**src/rtl/irq_pkg.sv**
```systemverilog
package irq_pkg;
    localparam int CTL_W     = 8;
    localparam int SRC_N     = 3;
    localparam int B_PFLAG   = 0;
    localparam int B_XFLAG   = 1;
    localparam int B_TFLAG   = 2;
    localparam int B_EN_LO   = 3;
    localparam int B_GIE     = 7;

    typedef enum logic [1:0] {
        ST_RUN   = 2'd0,
        ST_SLEEP = 2'd1,
        ST_WAKE  = 2'd2
    } pwr_state_t;
endpackage

```
**src/rtl/irq_sync.sv**
```systemverilog
module irq_sync #(
    parameter int W      = 1,
    parameter int STAGES = 2
) (
    input  logic         clk,
    input  logic         rst_n,
    input  logic [W-1:0] d_async,
    output logic [W-1:0] d_sync
);
    logic [W-1:0] stg [STAGES];

    generate
        for (genvar i = 0; i < STAGES; i++) begin : g_stage
            if (i == 0) begin : g_first
                always_ff @(posedge clk) begin
                    if (!rst_n) stg[0] <= '0;
                    else        stg[0] <= d_async;
                end
            end else begin : g_next
                always_ff @(posedge clk) begin
                    if (!rst_n) stg[i] <= '0;
                    else        stg[i] <= stg[i-1];
                end
            end
        end
    endgenerate

    assign d_sync = stg[STAGES-1];
endmodule

```
**src/rtl/irq_src_detect.sv**
```systemverilog
module irq_src_detect #(
    parameter int PORT_W = 4
) (
    input  logic              clk,
    input  logic              rst_n,
    input  logic              ext_s,
    input  logic              edge_rise,
    input  logic [PORT_W-1:0] port_s,
    input  logic              port_rd,
    output logic              ext_hit,
    output logic              port_mismatch
);
    logic              ext_prev;
    logic [PORT_W-1:0] port_latch;

    always_ff @(posedge clk) begin
        if (!rst_n) begin
            ext_prev   <= 1'b0;
            port_latch <= '0;
        end else begin
            ext_prev <= ext_s;
            if (port_rd) port_latch <= port_s;
        end
    end

    always_comb begin
        if (edge_rise) ext_hit = ext_s & ~ext_prev;
        else           ext_hit = ~ext_s & ext_prev;
        port_mismatch = (port_s != port_latch);
    end

    // after a port read the latch holds the pins seen in that cycle
    a_r7_latch_reload: assert property (@(posedge clk) disable iff (!rst_n)
        port_rd |=> (port_latch == $past(port_s)));
endmodule

```
**src/rtl/irq_pwr_fsm.sv**
```systemverilog
module irq_pwr_fsm
    import irq_pkg::*;
#(
    parameter int N = SRC_N
) (
    input  logic         clk,
    input  logic         rst_n,
    input  logic         sleep,
    input  logic [N-1:0] en_now,
    input  logic [N-1:0] flags,
    output logic         wake
);
    pwr_state_t   state_q, state_d;
    logic [N-1:0] en_snap;
    logic         pending;

    assign pending = |(flags & en_snap);

    always_comb begin
        state_d = state_q;
        unique case (state_q)
            ST_RUN:   if (sleep)        state_d = ST_SLEEP;   // go_sleep
            ST_SLEEP: if (!sleep)       state_d = ST_RUN;     // sleep_abort
                      else if (pending) state_d = ST_WAKE;    // wake_hit
            ST_WAKE:  if (!sleep)       state_d = ST_RUN;     // wake_done
            default:                    state_d = ST_RUN;
        endcase
    end

    always_ff @(posedge clk) begin
        if (!rst_n) begin
            state_q <= ST_RUN;
            en_snap <= '0;
        end else begin
            state_q <= state_d;
            if (state_q == ST_RUN && sleep) en_snap <= en_now;
        end
    end

    always_comb begin
        unique case (state_q)
            ST_WAKE: wake = 1'b1;
            default: wake = 1'b0;
        endcase
    end

    // wake holds while sleep stays high
    a_r10_wake_hold: assert property (@(posedge clk) disable iff (!rst_n)
        (wake && sleep) |=> wake);
    // wake is released once sleep drops
    a_r10_wake_release: assert property (@(posedge clk) disable iff (!rst_n)
        !sleep |=> !wake);
endmodule

```
**src/rtl/irq_flag_ctrl.sv**
```systemverilog
module irq_flag_ctrl
    import irq_pkg::*;
#(
    parameter int PORT_W      = 4,
    parameter int SYNC_STAGES = 2
) (
    input  logic              clk,
    input  logic              rst_n,
    input  logic              ext_pin,
    input  logic              edge_rise,
    input  logic              tmr_ovf,
    input  logic [PORT_W-1:0] port_pins,
    input  logic              port_rd,
    input  logic              wr_en,
    input  logic [CTL_W-1:0]  wr_data,
    input  logic              irq_ack,
    input  logic              sleep,
    output logic [CTL_W-1:0]  ctl_rdata,
    output logic              irq_req,
    output logic              wake
);
    localparam int SW = PORT_W + 1;

    logic [CTL_W-1:0]  ctl_q, ctl_d;
    logic [SW-1:0]     sync_out;
    logic              ext_s, ext_hit, port_mismatch;
    logic [PORT_W-1:0] port_s;
    logic [SRC_N-1:0]  hw_set, flags, ens;

    irq_sync #(.W(SW), .STAGES(SYNC_STAGES)) sync_i (
        .clk(clk), .rst_n(rst_n),
        .d_async({port_pins, ext_pin}),
        .d_sync(sync_out)
    );
    assign ext_s  = sync_out[0];
    assign port_s = sync_out[SW-1:1];

    irq_src_detect #(.PORT_W(PORT_W)) det_i (
        .clk(clk), .rst_n(rst_n),
        .ext_s(ext_s), .edge_rise(edge_rise),
        .port_s(port_s), .port_rd(port_rd),
        .ext_hit(ext_hit), .port_mismatch(port_mismatch)
    );

    assign hw_set = {tmr_ovf, ext_hit, port_mismatch};
    assign flags  = ctl_q[B_TFLAG:B_PFLAG];
    assign ens    = ctl_q[B_EN_LO+SRC_N-1:B_EN_LO];

    always_comb begin
        ctl_d = wr_en ? wr_data : ctl_q;
        ctl_d[B_TFLAG:B_PFLAG] = ctl_d[B_TFLAG:B_PFLAG] | hw_set;
        if (irq_ack) ctl_d[B_GIE] = 1'b0;
    end

    always_ff @(posedge clk) begin
        if (!rst_n) ctl_q <= '0;
        else        ctl_q <= ctl_d;
    end

    assign ctl_rdata = ctl_q;
    assign irq_req   = ctl_q[B_GIE] & |(flags & ens);

    irq_pwr_fsm #(.N(SRC_N)) fsm_i (
        .clk(clk), .rst_n(rst_n), .sleep(sleep),
        .en_now(ens), .flags(flags), .wake(wake)
    );

    // a set flag survives any cycle without a register write
    a_r5_ext_sticky: assert property (@(posedge clk) disable iff (!rst_n)
        (ctl_q[B_XFLAG] && !wr_en) |=> ctl_q[B_XFLAG]);
    // timer pulse wins over a same-cycle clearing write
    a_r6_tmr_wins: assert property (@(posedge clk) disable iff (!rst_n)
        tmr_ovf |=> ctl_q[B_TFLAG]);
    // acknowledge always drops the global enable
    a_r9_ack_clears: assert property (@(posedge clk) disable iff (!rst_n)
        irq_ack |=> !ctl_q[B_GIE]);
    // an outstanding mismatch without a port read re-sets the port flag
    a_r7_mismatch_sets: assert property (@(posedge clk) disable iff (!rst_n)
        port_mismatch |=> ctl_q[B_PFLAG]);
endmodule

```
**config.mk**
```make
export PLATFORM = sky130hd
export DESIGN_NAME = irq_flag_ctrl
export DESIGN_NICKNAME = d
export VERILOG_FILES = /design/src/rtl/irq_pkg.sv /design/src/rtl/irq_sync.sv /design/src/rtl/irq_src_detect.sv /design/src/rtl/irq_pwr_fsm.sv /design/src/rtl/irq_flag_ctrl.sv
export SDC_FILE = /design/constraint.sdc
export NUM_CORES = 1
export LEC_CHECK = 0
export CAP_MARGIN = 20
export CORE_MARGIN = 2
export CORE_UTILIZATION = 48
export CTS_CLUSTER_DIAMETER = 60
export DETAILED_ROUTE_END_ITERATION = 10
export PLACE_DENSITY = 0.79
export SYNTH_ARGS = -nofsm -noshare
export SYNTH_HDL_FRONTEND = slang
export SYNTH_SLANG_ARGS = --single-unit
```
**constraint.sdc**
```tcl
create_clock -name clk -period 1.7 [get_ports clk]
set_clock_uncertainty 0.05 [all_clocks]
set_input_delay 0.34 -clock clk [delete_from_list [all_inputs] [get_ports clk]]
set_output_delay 0.34 -clock clk [all_outputs]
set_load 0.1 [all_outputs]
```
## Yosys cells after proc, flatten, opt, wreduce, memory -nomap -nowiden

Memory sizes are Yosys's and may differ from the RTL's.
Index checks and enable logic that the tools add are counted.

- Eq/ne operators: 6
- Mux-type cells: 12
- Bitwise operators: 11
- Reductions and logical operators: 6

Operators with widths:

| operator | number |
|---|---|
| 5-bit 2-to-1 mux | 2 |
| 2-bit 2-to-1 mux | 4 |
| 3-bit bitwise AND | 2 |
| 2-bit one-hot mux with 3 select lines | 1 |
| 3-bit OR reduction | 2 |
| 1-bit 2-to-1 mux | 4 |
| 2-bit inequality test (second input constant) | 2 |
| 4-bit inequality test | 1 |
| 1-bit bitwise AND | 3 |
| 3-bit 2-to-1 mux | 1 |
| 3-bit by 2-bit inequality test with 1-bit output (second input constant) | 1 |
| 1-bit NOT | 3 |
| 3-bit OR | 1 |
| 3-bit AND reduction | 1 |
| 2-bit by 1-bit equality test with 1-bit output (second input constant) | 1 |
| 2-bit equality test (second input constant) | 1 |
| 2-bit logical NOT | 1 |
| 1-bit OR | 2 |
| 2-bit OR reduction | 1 |
| 1-bit logical AND | 1 |

- Register bits: 18
- Memory bits (writable): 10
- Output and inout port bits: 10
- Word-level logic and storage cells: 43
- Memories: 1

Memory list:

| name | words | bits a word | rd ports | clocked after Yosys merged registers in | write ports | RTL line | source |
|---|---|---|---|---|---|---|---|
| sync_i.stg | 2 | 5 | 2 | 0 | 2 | irq_sync.sv:10 | `logic [W-1:0] stg [STAGES];` |

## Depth between registers and ports, before layout

Gate-level depths: netlist (run 1).

- Depth in word-level cells: 5
- Mapped depth: 4
- Depth with buffers taken out: 3

## Modules after synthesis

Synthesis (run 1) repeated with hierarchy kept, for this count alone.

- Cell total of the unflattened synthesis: 95
- Area, all modules: 1,078.5 um^2

By module, submodules not included:

| module | instances | cells each | area each (um^2) | seq. area each (um^2) |
|---|---|---|---|---|
| irq_flag_ctrl | 1 | 27 | 337.8 | 160.2 |
| irq_sync | 1 | 20 | 262.8 | 200.2 |
| irq_src_detect | 1 | 23 | 240.2 | 100.1 |
| irq_pwr_fsm | 1 | 25 | 237.7 | 100.1 |

## Worst setup path after synthesis (run 1)

OpenSTA, ideal clock, no wires.

- Path kind: reg-to-output
- From: reg ctl_q[2], in the netlist ctl_rdata[2]
- To: out irq_req
- Arrival time: 2,610 ps
- Required time: 1,310 ps
- Slack: -1,300 ps
- Cell stages (with the launch flop): 3
- Path buffers: 0
- Path through: dfxtp_1 -> a222oi_1 -> nor2b_1

- Cells in the longest elaborated chain, start to end: 3

RTL lines:

| item | RTL line | source |
|---|---|---|
| start, declared | irq_flag_ctrl.sv:24 | `logic [CTL_W-1:0] ctl_q, ctl_d;` |
| start signal, assigned | irq_flag_ctrl.sv:57 | `else ctl_q <= ctl_d;` |
| 3-bit bitwise AND | irq_flag_ctrl.sv:61 | `assign irq_req = ctl_q[B_GIE] & \|(flags & ens);` |
| 3-bit OR reduction | irq_flag_ctrl.sv:61 |  |
| 1-bit bitwise AND | irq_flag_ctrl.sv:61 |  |
| end, declared | irq_flag_ctrl.sv:19 | `output logic irq_req,` |

Every way passes these cells.

## Worst setup path in the final report (run 1)

- From: reg ctl_q[5], in the netlist ctl_rdata[5]
- To: out irq_req

The elaborated chain is that of the path after synthesis.

==> impl_results.md, run 1 <==
* Starting Density at approximately half
* Pin count of the biggest net entering global routing at 16
* Fin Hold WS at 0.398 ns
* Post-synth EDFFs at 0
* Top post-synthesis cells by area: dfxtp_1, mux2i_1, and2_1
* Core Rows at 16
* DR pass1 iterations at 4
* Post-Place Cell Area at 1460 µm²
* Die footprint at 2480 µm²
* CP Launch Type: flop
* Initial DRC count at 15
* RSZ-0062 raised after global routing: yes
* Outcome: complete, but fails checks
* Psw at roughly 350 µW
* Synth Warn # at 0
* Share of cells above drive strength 1 at about a fifth
* Via count at between 700 and 800
* Top-area cell type share of the netlist area at 55.7%
* Vias in the first global route at 767
* Critical path endpoint category: output pin
* Global route total overflow at 0
* Commonest cells in the netlist: dfxtp_1, nor2_1, mux2i_1
* Failing checks: setup timing
* Clock Latency Late Sink at 0.32 ns
* Pwr/cell area at 855 nW/µm²
* Drt wl/cell at 12.9 µm
* Clock-pin transition on the worst setup and hold timing paths at between 0.1 and 0.15 ns
* DR DRC count at 0
* Hold Path Class: flop to flop
* Die height at approximately 50 µm
* Slew headroom at 67.7%
* Slew @ Worst Pin at just under 0.5 ns
* Post-CTS Hold Buffers at 0
* Synth Register Bits at 28
* Reg-to-reg critical path endpoint: fsm_i.state_q[1]
* Core Area at 1960 µm²
* Top cell type by total area after synthesis: dfxtp_1
* Syn nets at 114
* Setup tns final at -0.131 ns
* Post-synth cell types at 22
* PortBufs at 30
* Critical path type: flop to output pin
* Placement Setup Slack at 0.0297 ns
* R2R Path Start: ctl_rdata[2]
* Sink Count at 28
* Worst hold endpoint: sync_i.stg[1][2]
* Register-to-Register Path Depth at 4
* Worst Path Max Fanout at 2
* Setup crit start: ctl_rdata[5]
* Worst setup margin at -0.131 ns
* Final cell count without fillers at 156
* Net count, final at 151
* Final setup viols at 1
* Most numerous cell in the Yosys netlist: dfxtp_1
* Max rail drop VDD at approximately 630 µV
* Async SR Flop Fraction at 0%
* Crit path DAT at between 1 and 1.5 ns
* Via density at 4.96
* Post-Syn Area at ~1000 µm²
* Sequential share of power at between 50 and 60%
* CTS Buf Count at 3
* Cells after synthesis at 93
* Post-Syn Area per Cell at 10.8 µm²
* Hold Path Depth at 1
* # diodes at 0
* Detail Route Antenna Nets at 0
* Crit path time final at 1.83 ns
* Tcrit/Tclk final at 108%
* Slew Viols, Final at 0
* Initial antenna violation count at 0
* Die W at 49.8 µm
* Most used DFF post-synth: dfxtp_1
* Area growth, synth to finish at 51.1%
* Clk buf depth at 2
* Clock Power Share at 23.7%
* Switch share at 26.9%
* Clk root buf: clkbuf_4
* First-pass GRT wire length at 3.49 mm
* All-Layer GR Usage at 18.9%
* Final Hold Fails at 0
* R2R Setup Slk at 0.37 ns
* DRT Wirelength at around 2 mm
* Logic pwr share at between 20 and 25%
* Min-delay src: sync_i.stg[0][2]
* H-tree depth at 1
* Seq/Total Area, Yosys at 55.7%
* Int Power at approximately 950 µW
* Final GP Congestion at 0.684
* WP data required at around 1.3 ns
* DP Cell Count at 150
* Max cap viols at 0
* I/O pin count at 31
* Dpl hpwl at 1.52 mm
* Cell area after layout at 1520 µm²
* Pleak at 0.000641 µW
* CTS tree: built
* Fmax at 546 MHz
registers in the layout (all words and copies together), names as in the netlist:
register / flops
sync_i.stg: 10
ctl_rdata: 8
det_i.port_latch: 4
fsm_i.en_snap: 3
fsm_i.state_q: 2
det_i.ext_prev: 1
worst max-delay path by stage:
stage | to | depth (start not counted)
2_1_floorplan | irq_req | 2
3_3_place_gp | ctl_rdata[1] | 4
3_5_place_dp | ctl_rdata[5] | 4
4_1_cts | irq_req | 3
5_1_grt | irq_req | 3
6_report | irq_req | 3
power by group through the flow:
stage | sequential [µW] | combinational [µW] | clock [µW]
2_1_floorplan | 808 | 68.9 | 0
4_1_cts | 709 | 284 | 328
3_5_place_dp | 729 | 275 | 0
5_1_grt | 713 | 297 | 348
6_report | 710 | 282 | 308
3_3_place_gp | 728 | 270 | 0
cells in the final DEF, fill, tap and decap left out, types with 2 or more instances in the layout:
cell type	count
a222oi_1	2
and2_1	11
clkdlybuf4s50_1	20
buf_4	6
nor2b_1	2
mux2i_1	13
xor2_1	3
nor2_1	14
buf_12	10
dfxtp_4	2
nor3_1	3
nor2b_2	2
dfxtp_1	25
clkbuf_4	3
routing by layer:
layer	track usage, %	wire, µm	vias to the layer above	part of all wire [%]
met2	30.7	996	27	50
li1	-	-	385	-
met3	5.15	118	4	5.9
met1	22.8	864	358	43
met5	0	0	-	0
met4	9.72	30	0	1.5
worst max-delay path, cell delays in order, from the launching register on:
cell and delay (ns):
dfxtp_4 0.37, a222oi_1 0.49, nor2b_4 0.08, buf_12 0.18
repair_timing:
item                       4_1_cts  5_1_grt
setup endpoints to repair        1        1
resized for setup                2        1
buffers inserted                 2        0
pin swaps                        1        1
per-stage QoR:
step,utilization [%],power (µW)
3_5_place_dp,74.6,1000
5_1_grt,77.6,1360
3_3_place_gp,74.6,998
4_1_cts,77.5,1320
6_report,77.6,1300
2_1_floorplan,-,877
area by class of cell:
class / count / area (µm²)
fillers: 146 / 440
repair buffers: 36 / 445
flip-flops and latches: 28 / 569
clock buffers: 4 / 36.3
multi-input cells: 60 / 433
inverters: 1 / 3.75
well taps: 27 / 33.8
cell families after synthesis:
kind of cell	Yosys count	synth area share (%)
AND/OR/NAND/NOR	36	19.9
buffers and inverters	5	2.36
flip-flops	28	55.7
multiplexers	13	12.9
AO/OA/AOI/OAI	7	5.71
XOR/XNOR	4	3.48
(Power assumes the default switching activity.)
==> run 2, diff against run 1 <==
--- a/config.mk
+++ b/config.mk
@@ -5,12 +5,14 @@
 export SDC_FILE = /design/constraint.sdc
 export NUM_CORES = 1
 export LEC_CHECK = 0
+export ABC_AREA = 0
 export CAP_MARGIN = 20
 export CORE_MARGIN = 2
 export CORE_UTILIZATION = 48
 export CTS_CLUSTER_DIAMETER = 60
 export DETAILED_ROUTE_END_ITERATION = 10
 export PLACE_DENSITY = 0.79
+export SLEW_MARGIN = 20
 export SYNTH_ARGS = -nofsm -noshare
 export SYNTH_HDL_FRONTEND = slang
 export SYNTH_SLANG_ARGS = --single-unit
==> results of run 2 <==
No change in the layout: final DEF, timing and power equal those of run 1.
==> run 3, diff against run 2 <==
--- a/config.mk
+++ b/config.mk
@@ -7,11 +7,13 @@
 export LEC_CHECK = 0
 export ABC_AREA = 0
 export CAP_MARGIN = 20
+export CORE_ASPECT_RATIO = 0.5
 export CORE_MARGIN = 2
-export CORE_UTILIZATION = 48
+export CORE_UTILIZATION = 37
 export CTS_CLUSTER_DIAMETER = 60
 export DETAILED_ROUTE_END_ITERATION = 10
-export PLACE_DENSITY = 0.79
+export PLACE_DENSITY = 0.63
+export REMOVE_ABC_BUFFERS = 1
 export SLEW_MARGIN = 20
 export SYNTH_ARGS = -nofsm -noshare
 export SYNTH_HDL_FRONTEND = slang
==> run 3 against run 2 <==
  * The flow now finishes without violations
  * Worst setup slack improved by 0.15 ns
  * Hold slack got worse by 0.0081 ns
  * First-iteration DRC count increased by 60%
  * Largest power group unchanged
==> impl_results.md, run 3 (synthesis results as in run 1) <==
* Vias in the first global route at roughly 690
* Slew @ Worst Pin at 0.320 ns
* Critical path endpoint category: output pin
* Outcome: finished clean
* Clock Latency Late Sink at 0.27 ns
* Max reg flops at 10
* Fmax at between 500 and 600 MHz
* Detail Route Antenna Nets at 0
* Initial DRC count at 24
* Power, Total at 1500 µW
* R2R Path Start: ctl_rdata[2]
* Filler cell count in the final layout at 214
* Largest reg by FF count: sync_i.stg
* Crit path to: irq_req
* Via count at 750
* Reg-to-reg critical path endpoint: fsm_i.state_q[1]
* Cell area after layout at ~1600 µm²
* WP data required at 1.31 ns
* Slew headroom at 78.7%
* Net count, final at 151
* Share of cells above drive strength 1 at 19.4%
* Die height at 40.9 µm
* Critical path type: flop to output pin
* Commonest non-fill, non-tap cell in the layout: dfxtp_1
* Sink Count at 28
* Worst Path Max Fanout at 2
* Register-to-Register Path Depth at 3
* Post-CTS Hold Buffers at 0
* CP Launch Type: flop
* Final GP Congestion at 0.726
* # diodes at 0
* Clock-pin transition on the worst setup and hold timing paths at 0.09 ns
* Pin count of the biggest net entering global routing at 17
* Die footprint at ~3200 µm²
* Pwr/cell area at 963 nW/µm²
* Tcrit/Tclk final at 99.0%
* Crit path time final at between 1.5 and 2 ns
* Multi-input logic area at 423 µm²
* Setup tns final at 0 ns
* Starting Density at 38.9%
* Final Hold Fails at 0
* Crit path DAT at 1.29 ns
* DR pass1 iterations at 4
* Hold Path Class: flop to flop
* Core Area at around 2600 µm²
* DR DRC count at 0
* R2R Setup Slk at 0.51 ns
* CTS Buf Count at 3
* Dpl hpwl at around 1.4 mm
* CTS tree: built
* DRT Wirelength at 1.83 mm
* Area growth, synth to finish at 54.5%
* Max rail drop VDD at around 600 µV
* Via density at 4.52
* PortBufs at 30
* DP Cell Count at around 160
* Most frequent cells in the layout: dfxtp_1, clkdlybuf4s50_1, nor2_1
* Pleak at 0.000654 µW
* Post-Place Cell Area at 1470 µm²
* Core Rows at 13
* Setup crit start: ctl_rdata[5]
* Final cell count without fillers at 166
* Storage cell area at 567 µm²
* First-pass GRT wire length at 3.07 mm
* Initial antenna violation count at 0
* Clk buf depth at 2
* All-Layer GR Usage at 12.9%
* H-tree depth at 1
* Final setup viols at 0
* Die W at 77.8 µm
* Drt wl/cell at 11.0 µm
* I/O pin count at 31
* Global route total overflow at 0
* RSZ-0062 raised after global routing: yes
* Max cap viols at 0
* Slew Viols, Final at 0
* Clk root buf: clkbuf_8
## run 3: changes by cell type in the layout (fill, tap and decap cells not counted), sizes merged
| cell | change |
|---|---|
| bufinv | +1 |
| clkbuf | -1 |
## run 3: layout make-up
| type | instances | area share, % |
|---|---|---|
| sequential | 28 | 36.4 |
| timing repair buffer | 36 | 28.6 |
| multi-input combinational | 60 | 27.2 |
| tap | 37 | 2.97 |
| clock buffer | 3 | 2.65 |
| clock inverter | 1 | 1.93 |
| inverter | 1 | 0.241 |
## run 3: per-stage QoR
step	util, %	setup slack (ns)	hold WS, ns
after floorplan	-	-1.30	0.362
after global placement	56.9	0.160	0.364
after detailed placement	56.9	0.144	0.369
after CTS	60.2	-0.0233	0.392
after global routing	60.2	-0.0613	0.410
final	60.2	0.0167	0.390
## run 3: layer usage
layer	track usage (%)	vias to the layer above	share of wire, %
met5	0	-	0
met3	3.52	2	3.7
met2	24.6	13	47
met4	4.02	0	0.65
li1	-	387	-
met1	15.0	348	48
## run 3: worst min-delay path by stage
stage | cells after the start | slack, ns | endpoint | startpoint
3_5_place_dp | 1 | 0.37 | sync_i.stg[1][2] | sync_i.stg[0][2]
3_3_place_gp | 1 | 0.36 | sync_i.stg[1][0] | sync_i.stg[0][0]
5_1_grt | 1 | 0.41 | sync_i.stg[1][0] | sync_i.stg[0][0]
4_1_cts | 1 | 0.39 | sync_i.stg[1][2] | sync_i.stg[0][2]
6_report | 1 | 0.39 | sync_i.stg[1][2] | sync_i.stg[0][2]
2_1_floorplan | 1 | 0.36 | sync_i.stg[1][0] | sync_i.stg[0][0]
## run 3: where the power goes
| group | internal [µW] | switching [µW] | leakage [µW] |
|---|---|---|---|
| sequential | 686 | 26.0 | 0.000231 |
| combinational | 132 | 143 | 0.000387 |
| clock | 315 | 197 | 0.0000357 |
## run 3: repair_timing
action	CTS	global route
buffers inserted	1	0
hold endpoints to repair	0	0
pin swaps	1	0
gates resized for setup	4	0
endpoints found under the setup margin	1	1
## run 3: worst max-delay path, cell delays in order (launching register included)
cell,delay [ns]
dfxtp_4,0.35
a222oi_1,0.36
nor2b_1,0.13
buf_12,0.18
